File: config.mk
export PLATFORM = sky130hd
export DESIGN_NAME = led_par_driver
export DESIGN_NICKNAME = d
export VERILOG_FILES = /design/src/rtl/led_par_pkg.sv /design/src/rtl/led_phase_timer.sv /design/src/rtl/led_frame_seq.sv /design/src/rtl/led_pin_shaper.sv /design/src/rtl/led_par_driver.sv
export SDC_FILE = /design/constraint.sdc
export NUM_CORES = 1
export LEC_CHECK = 0
export ABC_AREA = 1
export CAP_MARGIN = 30
export CORE_ASPECT_RATIO = 0.9
export CORE_UTILIZATION = 30
export CTS_CLUSTER_DIAMETER = 100
export DETAILED_ROUTE_END_ITERATION = 16
export DONT_BUFFER_PORTS = 1
export MAX_ROUTING_LAYER = met4
export PLACE_DENSITY_LB_ADDON = 0.05
export SLEW_MARGIN = 40
export SYNTH_ARGS = -nofsm -noshare
export SYNTH_HDL_FRONTEND = slang
export SYNTH_SLANG_ARGS = --single-unit
File: constraint.sdc
create_clock -name clk -period 1.8 [get_ports clk]
set_input_delay 0.09 -clock clk [delete_from_list [all_inputs] [get_ports clk]]
set_output_delay 0.09 -clock clk [all_outputs]
set_load 0.02 [all_outputs]
File: src/rtl/led_par_pkg.sv
package led_par_pkg;

    typedef enum logic [2:0] {
        ST_IDLE,
        ST_LEAD,
        ST_BITS,
        ST_TAIL,
        ST_GUARD
    } frame_st_e;

endpackage

File: src/rtl/led_phase_timer.sv
module led_phase_timer #(
    parameter int unsigned TICKS_PER_BIT = 60,
    parameter int unsigned DATA_TICK     = 12,
    parameter int unsigned LOW_TICK      = 31,
    localparam int unsigned TICK_W       = $clog2(TICKS_PER_BIT)
) (
    input  logic clk,
    input  logic rst_n,
    input  logic run,
    output logic period_end,
    output logic at_rise,
    output logic at_data,
    output logic at_low
);

    typedef struct packed {
        logic [TICK_W-1:0] tick;
    } tmr_s;

    tmr_s tmr_d, tmr_q;

    always_comb begin
        tmr_d = tmr_q;
        if (!run) begin
            tmr_d.tick = '0;
        end else if (tmr_q.tick == TICK_W'(TICKS_PER_BIT - 1)) begin
            tmr_d.tick = '0;
        end else begin
            tmr_d.tick = tmr_q.tick + 1'b1;
        end
    end

    always_ff @(posedge clk or negedge rst_n) begin
        if (!rst_n) tmr_q <= '0;
        else        tmr_q <= tmr_d;
    end

    assign period_end = run && (tmr_q.tick == TICK_W'(TICKS_PER_BIT - 1));
    assign at_rise    = run && (tmr_q.tick == '0);
    assign at_data    = run && (tmr_q.tick == TICK_W'(DATA_TICK));
    assign at_low     = run && (tmr_q.tick == TICK_W'(LOW_TICK));

    // the phase counter never leaves its period
    p_tick_range_r1: assert property (@(posedge clk) disable iff (!rst_n)
        tmr_q.tick < TICK_W'(TICKS_PER_BIT));

    // the timer is parked at zero whenever the sequencer stops it
    p_timer_parked_r5: assert property (@(posedge clk) disable iff (!rst_n)
        !run |-> tmr_q.tick == '0);

endmodule

File: src/rtl/led_frame_seq.sv
module led_frame_seq
    import led_par_pkg::*;
#(
    parameter int unsigned CNT_W       = 11,
    parameter int unsigned GUARD_TICKS = 2640,
    localparam int unsigned GRD_W      = $clog2(GUARD_TICKS)
) (
    input  logic             clk,
    input  logic             rst_n,
    input  logic             start,
    input  logic [CNT_W-1:0] bit_count,
    input  logic             period_end,
    output logic             accept,
    output logic             run,
    output logic             in_bits,
    output logic             done
);

    typedef struct packed {
        frame_st_e         st;
        logic [CNT_W-1:0]  bits_left;
        logic [GRD_W-1:0]  guard;
        logic              done;
    } seq_s;

    seq_s seq_d, seq_q;

    always_comb begin
        seq_d = seq_q;
        unique case (seq_q.st)
            ST_IDLE: begin
                if (start) begin
                    seq_d.st        = ST_LEAD;
                    seq_d.bits_left = bit_count;
                    seq_d.done      = 1'b0;
                end
            end
            ST_LEAD: begin
                if (period_end) seq_d.st = (seq_q.bits_left == '0) ? ST_TAIL : ST_BITS;
            end
            ST_BITS: begin
                if (period_end) begin
                    seq_d.bits_left = seq_q.bits_left - 1'b1;
                    if (seq_q.bits_left == CNT_W'(1)) seq_d.st = ST_TAIL;
                end
            end
            ST_TAIL: begin
                if (period_end) begin
                    seq_d.st    = ST_GUARD;
                    seq_d.guard = '0;
                end
            end
            ST_GUARD: begin
                if (seq_q.guard == GRD_W'(GUARD_TICKS - 1)) begin
                    seq_d.st   = ST_IDLE;
                    seq_d.done = 1'b1;
                end else begin
                    seq_d.guard = seq_q.guard + 1'b1;
                end
            end
            default: seq_d.st = ST_IDLE;
        endcase
    end

    always_ff @(posedge clk or negedge rst_n) begin
        if (!rst_n) seq_q <= '{st: ST_IDLE, bits_left: '0, guard: '0, done: 1'b0};
        else        seq_q <= seq_d;
    end

    assign accept  = (seq_q.st == ST_IDLE) && start;
    assign run     = (seq_q.st == ST_LEAD) || (seq_q.st == ST_BITS) || (seq_q.st == ST_TAIL);
    assign in_bits = (seq_q.st == ST_BITS);
    assign done    = seq_q.done;

    // a frame can only begin from idle, never while one is in flight
    p_no_overlap_r8: assert property (@(posedge clk) disable iff (!rst_n)
        (seq_q.st != ST_IDLE) |=> (seq_q.st != ST_LEAD) || ($past(seq_q.st) == ST_LEAD));

    // done rises only as the guard interval ends
    p_done_after_guard_r5: assert property (@(posedge clk) disable iff (!rst_n)
        $rose(seq_q.done) |-> $past(seq_q.st) == ST_GUARD);

    // done is cleared only by an accepted start
    p_done_hold_r12: assert property (@(posedge clk) disable iff (!rst_n)
        $fell(seq_q.done) |-> $past(seq_q.st) == ST_IDLE && $past(start));

endmodule

File: src/rtl/led_pin_shaper.sv
module led_pin_shaper #(
    parameter int unsigned N_PINS = 16
) (
    input  logic              clk,
    input  logic              rst_n,
    input  logic              capture,
    input  logic [N_PINS-1:0] mask_in,
    input  logic              in_bits,
    input  logic              at_rise,
    input  logic              at_data,
    input  logic              at_low,
    input  logic              slice_valid,
    input  logic [N_PINS-1:0] slice_data,
    output logic              slice_ready,
    output logic [N_PINS-1:0] pins,
    output logic              underrun
);

    typedef struct packed {
        logic [N_PINS-1:0] mask;
        logic [N_PINS-1:0] pins;
        logic              underrun;
    } shp_s;

    shp_s shp_d, shp_q;
    logic [N_PINS-1:0] pin_nxt;

    for (genvar g = 0; g < N_PINS; g++) begin : g_pin
        assign pin_nxt[g] = !in_bits ? 1'b0
                          : at_rise  ? shp_q.mask[g]
                          : at_data  ? (slice_valid & slice_data[g] & shp_q.mask[g])
                          : at_low   ? 1'b0
                          :            shp_q.pins[g];
    end

    always_comb begin
        shp_d      = shp_q;
        shp_d.pins = pin_nxt;
        if (capture) begin
            shp_d.mask     = mask_in;
            shp_d.underrun = 1'b0;
        end else if (in_bits && at_data && !slice_valid) begin
            shp_d.underrun = 1'b1;
        end
    end

    always_ff @(posedge clk or negedge rst_n) begin
        if (!rst_n) shp_q <= '0;
        else        shp_q <= shp_d;
    end

    assign slice_ready = in_bits && at_data;
    assign pins        = shp_q.pins;
    assign underrun    = shp_q.underrun;

    // a disabled pin is never high
    p_masked_low_r6: assert property (@(posedge clk) disable iff (!rst_n)
        (shp_q.pins & ~shp_q.mask) == '0);

    // outside data periods the pins settle low
    p_quiet_outside_r4: assert property (@(posedge clk) disable iff (!rst_n)
        !in_bits |=> shp_q.pins == '0);

    // underrun survives until a new frame is accepted
    p_underrun_sticky_r10: assert property (@(posedge clk) disable iff (!rst_n)
        (shp_q.underrun && !capture) |=> shp_q.underrun);

endmodule

File: src/rtl/led_par_driver.sv
module led_par_driver #(
    parameter int unsigned N_STRINGS     = 16,
    parameter int unsigned TICKS_PER_BIT = 60,
    parameter int unsigned DATA_TICK     = 12,
    parameter int unsigned LOW_TICK      = 31,
    parameter int unsigned GUARD_TICKS   = 2640,
    parameter int unsigned MAX_BITS      = 1440,
    localparam int unsigned CNT_W        = $clog2(MAX_BITS + 1)
) (
    input  logic                 clk,
    input  logic                 rst_n,
    input  logic                 start_i,
    input  logic [CNT_W-1:0]     bit_count_i,
    input  logic [N_STRINGS-1:0] en_mask_i,
    input  logic                 slice_valid_i,
    input  logic [N_STRINGS-1:0] slice_data_i,
    output logic                 slice_ready_o,
    output logic [N_STRINGS-1:0] led_o,
    output logic                 done_o,
    output logic                 underrun_o
);

    logic period_end, at_rise, at_data, at_low;
    logic accept, run, in_bits;

    led_phase_timer #(
        .TICKS_PER_BIT(TICKS_PER_BIT),
        .DATA_TICK    (DATA_TICK),
        .LOW_TICK     (LOW_TICK)
    ) timer_i (
        .clk       (clk),
        .rst_n     (rst_n),
        .run       (run),
        .period_end(period_end),
        .at_rise   (at_rise),
        .at_data   (at_data),
        .at_low    (at_low)
    );

    led_frame_seq #(
        .CNT_W      (CNT_W),
        .GUARD_TICKS(GUARD_TICKS)
    ) seq_i (
        .clk       (clk),
        .rst_n     (rst_n),
        .start     (start_i),
        .bit_count (bit_count_i),
        .period_end(period_end),
        .accept    (accept),
        .run       (run),
        .in_bits   (in_bits),
        .done      (done_o)
    );

    led_pin_shaper #(
        .N_PINS(N_STRINGS)
    ) shaper_i (
        .clk        (clk),
        .rst_n      (rst_n),
        .capture    (accept),
        .mask_in    (en_mask_i),
        .in_bits    (in_bits),
        .at_rise    (at_rise),
        .at_data    (at_data),
        .at_low     (at_low),
        .slice_valid(slice_valid_i),
        .slice_data (slice_data_i),
        .slice_ready(slice_ready_o),
        .pins       (led_o),
        .underrun   (underrun_o)
    );

    // a slice is taken only at the data point of a data period
    p_ready_slot_r9: assert property (@(posedge clk) disable iff (!rst_n)
        slice_ready_o |-> in_bits && !$past(slice_ready_o));

endmodule

* Word-level counts from Yosys, hierarchy flattened
Index checks and enable logic that the tools add are counted.
** Storage, ports and cells
- Flip-flop bits (word level) :: 66
- Latch bits :: 0
- Bits in writable memories :: 0
- Memory bits (read-only) :: 0
- Input port bits :: 47
- Output and inout port bits :: 19
- Word-level logic and storage cells :: 149
- Memories :: 0
** Operators by class
- $add $sub $neg :: 3
- Multiply operators :: 0
- Divide/modulo/power cells :: 0
- Magnitude comparators :: 0
- Eq/ne operators :: 17
- Shift operators :: 0
- Muxes and demuxes :: 68
- Bitwise operators :: 32
- Reductions and logical operators :: 21
** Operators with widths (number)
- 1-bit 2-to-1 mux :: 54
- 1-bit AND :: 32
- 14-bit 2-to-1 mux :: 2
- 12-bit 2-to-1 mux :: 2
- 12-bit case mux with 2 select lines :: 1
- 11-bit case mux with 2 select lines :: 1
- 3-bit case mux with 5 select lines :: 1
- 12-bit by 1-bit adder with 12-bit output, second input constant :: 1
- 12-bit equality test, second input constant :: 1
- 3-bit 2-to-1 mux :: 4
- 6-bit 2-to-1 mux :: 2
- 2-bit inequality test, second input constant :: 6
- 11-bit by 1-bit equality test with 1-bit output, second input constant :: 1
- 11-bit zero test :: 1
- 11-bit by 1-bit subtractor with 11-bit output, second input constant :: 1
- 3-bit AND reduction :: 3
- 2-bit nonzero test :: 4
- 1-bit logical AND :: 7
- 6-bit by 1-bit adder with 6-bit output, second input constant :: 1
- 3-bit by 2-bit equality test with 1-bit output, second input constant :: 2
- 6-bit by 4-bit equality test with 1-bit output, second input constant :: 1
- 6-bit by 5-bit equality test with 1-bit output, second input constant :: 1
- 6-bit equality test, second input constant :: 1
- 6-bit zero test :: 1
- other kinds (9) :: 10

* Depth between registers and ports, before layout
- Depth after elaboration :: 8
- Depth in mapped cells :: 10

* By module
Synthesis repeated with hierarchy kept, for this count alone.
** Unflattened totals
- Cells, all modules :: 511
- Area, all modules :: 3963.8 um^2
** Modules (own cells, without submodules)
- led_frame_seq :: times used 1, cells each 267, area each 1806.7 um^2
- led_pin_shaper :: times used 1, cells each 199, area each 1783.0 um^2
- led_phase_timer :: times used 1, cells each 45, area each 374.1 um^2

* Worst setup path after synthesis
OpenSTA, ideal clock, no wires.
- Path type :: flip-flop to flip-flop
- Start point :: reg timer_i.tmr_q[0] in the netlist's numbering
- End point :: reg shaper_i.shp_q (netlist bit shaper_i.underrun)
- Setup time :: 77 ps
- Data arrival time :: 1435 ps
- Slack :: 288 ps
- Stages on the path, launching flop included :: 9
- Path buffers :: 0
- Path through :: dfrtp_1 -> inv_1 -> ha_1 -> nand3_1 -> nor2_1 -> nand2_4 -> nor2_1 -> nand2_1 -> a21oi_1
** Between the ends
- Word-level cells in the longest chain between the ends :: 5
** Ends and longest elaborated chain
- from (decl) :: RTL line led_phase_timer.sv:20 : tmr_s tmr_d, tmr_q;
- from (signal assigned) :: RTL line led_phase_timer.sv:35 : else tmr_q <= tmr_d;
- 6-bit by 4-bit equality test with 1-bit output :: RTL line led_phase_timer.sv:40 : assign at_data = run && (tmr_q.tick == TICK_W'(DATA_TICK));
- 1-bit logical AND :: RTL line led_phase_timer.sv:40
- 1-bit logical AND
- named net slice_ready_o :: RTL line led_par_driver.sv:17 : output logic slice_ready_o,
- 1-bit logical AND :: RTL line led_pin_shaper.sv:42 : end else if (in_bits && at_data && !slice_valid) begin
- 2-bit nonzero test (no line)
- to (signal assigned) :: RTL line led_pin_shaper.sv:49 : else shp_q <= shp_d;
- to (decl) :: RTL line led_pin_shaper.sv:25 : shp_s shp_d, shp_q;
The timed path passes the listed nets, and every way through them passes these cells.
A chain may end at the register's enable or synchronous reset.

* Worst setup path after layout
- Start point :: reg timer_i.tmr_q[0] in the netlist's numbering
- End point :: out slice_ready_o
** Between the ends
- Word-level cells in the longest chain between the ends :: 3
** Ends and longest elaborated chain
- 6-bit by 4-bit equality test with 1-bit output :: RTL line led_phase_timer.sv:40
- 1-bit logical AND :: RTL line led_phase_timer.sv:40
- 1-bit logical AND :: RTL line led_pin_shaper.sv:52 : assign slice_ready = in_bits && at_data;
- to (decl) :: RTL line led_par_driver.sv:17
No other way between the ends.

==> results.tsv <==
metric	value	unit
Starting Density	0.310	
max_cap viols	0	
Pwr per Cell Area	1400	nW/µm²
Final Hold Fails	0	
fin crit share	0.928	
fmax	598	MHz
Setup crit start kind	flip-flop	
largest net degree at the start of global routing	67	
top cell type's share of synthesized area	0.439	
Net Count, Synth	555	
Slew @ Worst Pin	0.408	ns
post-DR vias/cell	4.59	
DP HPWL	6480	µm
hold crit path type	input pin to flip-flop	
clock tree buffer depth	2	
clock skew	0.00850	ns
clk root buf	clkbuf_16	
Post-Synth Adder-Cell Area	0.0199	
Cell variety after synth	31	
Post-Syn Area	3760	µm²
Yosys reg bits	66	
simple-gate share of the synthesized area	0.377	
Synth Area in XOR/XNOR	0.0233	
CTS tree	built	
Worst Path Buf+Inv	2	
final net count	578	
WL met3	397	µm
die width	120	µm
WL/cell	13.8	µm
Die ar.	13000	µm²
worst IR drop on VDD	565	µV
metal2 WL	4170	µm
setup ws final	0.129	ns
total grt overflow	0	
crit-path most repeated cell	nor2_2	
setup_tns	0	ns
crit path DAT	1.58	ns
Rows	38	
Buffers on Ports	0	
Detail Route Antenna Nets	0	
leakage	2.19	nW
Die H	108	µm
1st-iter DRT viols	147	
synth top area cells	dfrtp_1, nand2_1, nor2_1, nand3_1, buf_4	
Layout fillers	1293	
Slew Limit Fails	0	
Metal-1 WL	4820	µm
# H-tree levels	3	
slew margin rel.	0.727	
global-route wire length before repair	16000	µm
Setup CP Type	flip-flop to output pin	
register area	1650	µm²
outcome	finished clean	
clk slew on worst S/H paths	0.06	ns
GRT Total Usage	0.164	
final worst path period need	1.67	ns
initial antenna violation count	0	
chain of cells forming the critical path	inv_1 -> ha_1 -> nand3_1 -> nor2_2 -> nand2_4 -> nor2_2 -> buf_4	
cts bufs inserted	9	
Top Ports	66	
most frequent cells in the layout	nand2_1, dfrtp_1, nor2_1	
Post-CTS Setup Bufs	0	
core area	12100	µm²
DRC	0	
area taken by multi-input logic gates	1770	µm²
Setup WS pre-CTS	0.0763	ns
cell accounting for the most synthesized area	dfrtp_1	
Final Non-Filler Cells	690	
largest family of logic cells by synthesized area	simple AND/OR/NAND/NOR gates	
compound-cell area share of the yosys netlist	0.0455	
vias in the first global route	3118	
drt first pass iters	4	
routed vias	3168	
placer congestion estimate	0.778	
unrepaired setup endpoints after global routing	false	
Clock Sinks	66	
Seq/Total Area, Yosys	0.439	
multiplexer share of the synthesized area	0	
Slowest cell on crit path	dfrtp_1	
cell class contributing the biggest share of worst-path delay	simple AND/OR/NAND/NOR gates	
WL final	9490	µm
Setup Viol. Count Final	0	
worst skew pair latency	0.34	ns
layout cell share with drive strength beyond 1	0.104	
Avg Cell Area, Syn	7.50	µm²
area grow syn2layout	19.0	%
critical path's largest stage delay	0.41	ns
Max Used Layer	met4	
critical path required time	1.71	ns
crit-path max FO	4	
dpl cells	644	
Synth Warn #	0	
Syn Inst Count	502	
commonest non-fill, non-tap cell in the layout	nand2_1	
Ant. Diodes	0	
critical path endpoint category	output pin	
==> power breakdown <==
group	internal (mW)	switching, mW
registers	1.86	0.359
clock network	1.07	0.688
logic	0.763	1.53
total	3.70	2.58
==> synth_stat cells <==
cell type    n
a21oi_1      4
a21oi_2      1
a21oi_4      1
buf_2        5
buf_4       19
buf_6        2
clkbuf_1     4
dfrtp_1     66
ha_1         6
inv_1       30
inv_2        4
inv_4        4
nand2_1    185
nand2_2      3
nand2_4      2
nand2_8      2
nand3_1     40
nand3_4      1
nand3b_1     1
nand4_1     22
nor2_1      54
nor2_2       4
nor2_4       2
nor3_1       2
nor3b_1      2
o21ai_0     14
o21ai_1     10
o22ai_1      1
or2_2        1
xnor2_1      5
xor2_1       5
==> final timing paths <==
kind	slack, ns	start	to	cells past startpoint
hold / removal	0.007	slice_valid_i	shaper_i.pins[3]$_DFFE_PN0P_	4
min in group asynchronous	0.30	rst_n	seq_i.seq_q[13]$_DFFE_PN0P_	2
max in group asynchronous	1.17	rst_n	seq_i.seq_q[17]$_DFFE_PN0P_	2
setup reg to reg	0.17	timer_i.tmr_q[0]$_DFF_PN0_	seq_i.seq_q[21]$_DFFE_PN0P_	8
hold reg to reg	0.48	shaper_i.shp_q[30]$_DFFE_PN0P_	shaper_i.shp_q[30]$_DFFE_PN0P_	2
setup / recovery	0.13	timer_i.tmr_q[0]$_DFF_PN0_	slice_ready_o	7
==> registers in the layout, summed over array words and instances, names as in the netlist <==
signal,flops
timer_i.tmr_q,6
shaper_i.underrun,1
shaper_i.pins,16
seq_i.seq_q,26
seq_i.done,1
shaper_i.shp_q,16
==> kinds of logic after synthesis <==
kind of cell	count (synthesis)
adders and majority gates	6
DFF	66
xor gates and xnor gates	10
AOI/OAI and AO/OA	31
and+or+nand+nor	321
buffers and inverters	68
==> tightest hold or removal path: cells and delay by family <==
family	cells	cell delay, ns
AND/OR/NAND/NOR	4	0.20
==> layer usage <==
layer  up-vias  global-route usage
met4         0              0.0429
met5         -                   -
met2        44               0.243
met1      1480               0.218
met3         9              0.0464
li1       1635                   -
==> layout make-up <==
| type | count | area share |
|---|---|---|
| Clock buffer | 10 | 0.0511 |
| Inverter | 38 | 0.0341 |
| Clock inverter | 6 | 0.0151 |
| Tap cell | 160 | 0.0447 |
| Timing Repair Buffer | 42 | 0.0911 |
| Multi-Input combinational cell | 368 | 0.395 |
| Sequential cell | 66 | 0.369 |
==> timing repair <==
item                                    in CTS  in global routing
hold buffers                                30                  0
hold endpoints to repair                    95                  0
gates resized for setup                      1                  3
endpoints found under the setup margin       1                  8
pin swaps                                    0                  0
==> through the flow <==
stage | cell area, µm² | util | hold slack [ns] | power, mW
CTS | 4470 | 0.368 | 0.000447 | 6.40
floorplan | 3760 | - | -0.206 | 3.96
detailed placement | 3850 | 0.317 | -0.203 | 4.48
global route | 4480 | 0.369 | 0.0386 | 6.84
finish | 4480 | 0.369 | 0.00750 | 6.27
global placement | 3850 | 0.317 | -0.204 | 4.46
Power figures use the tool's default switching activity.
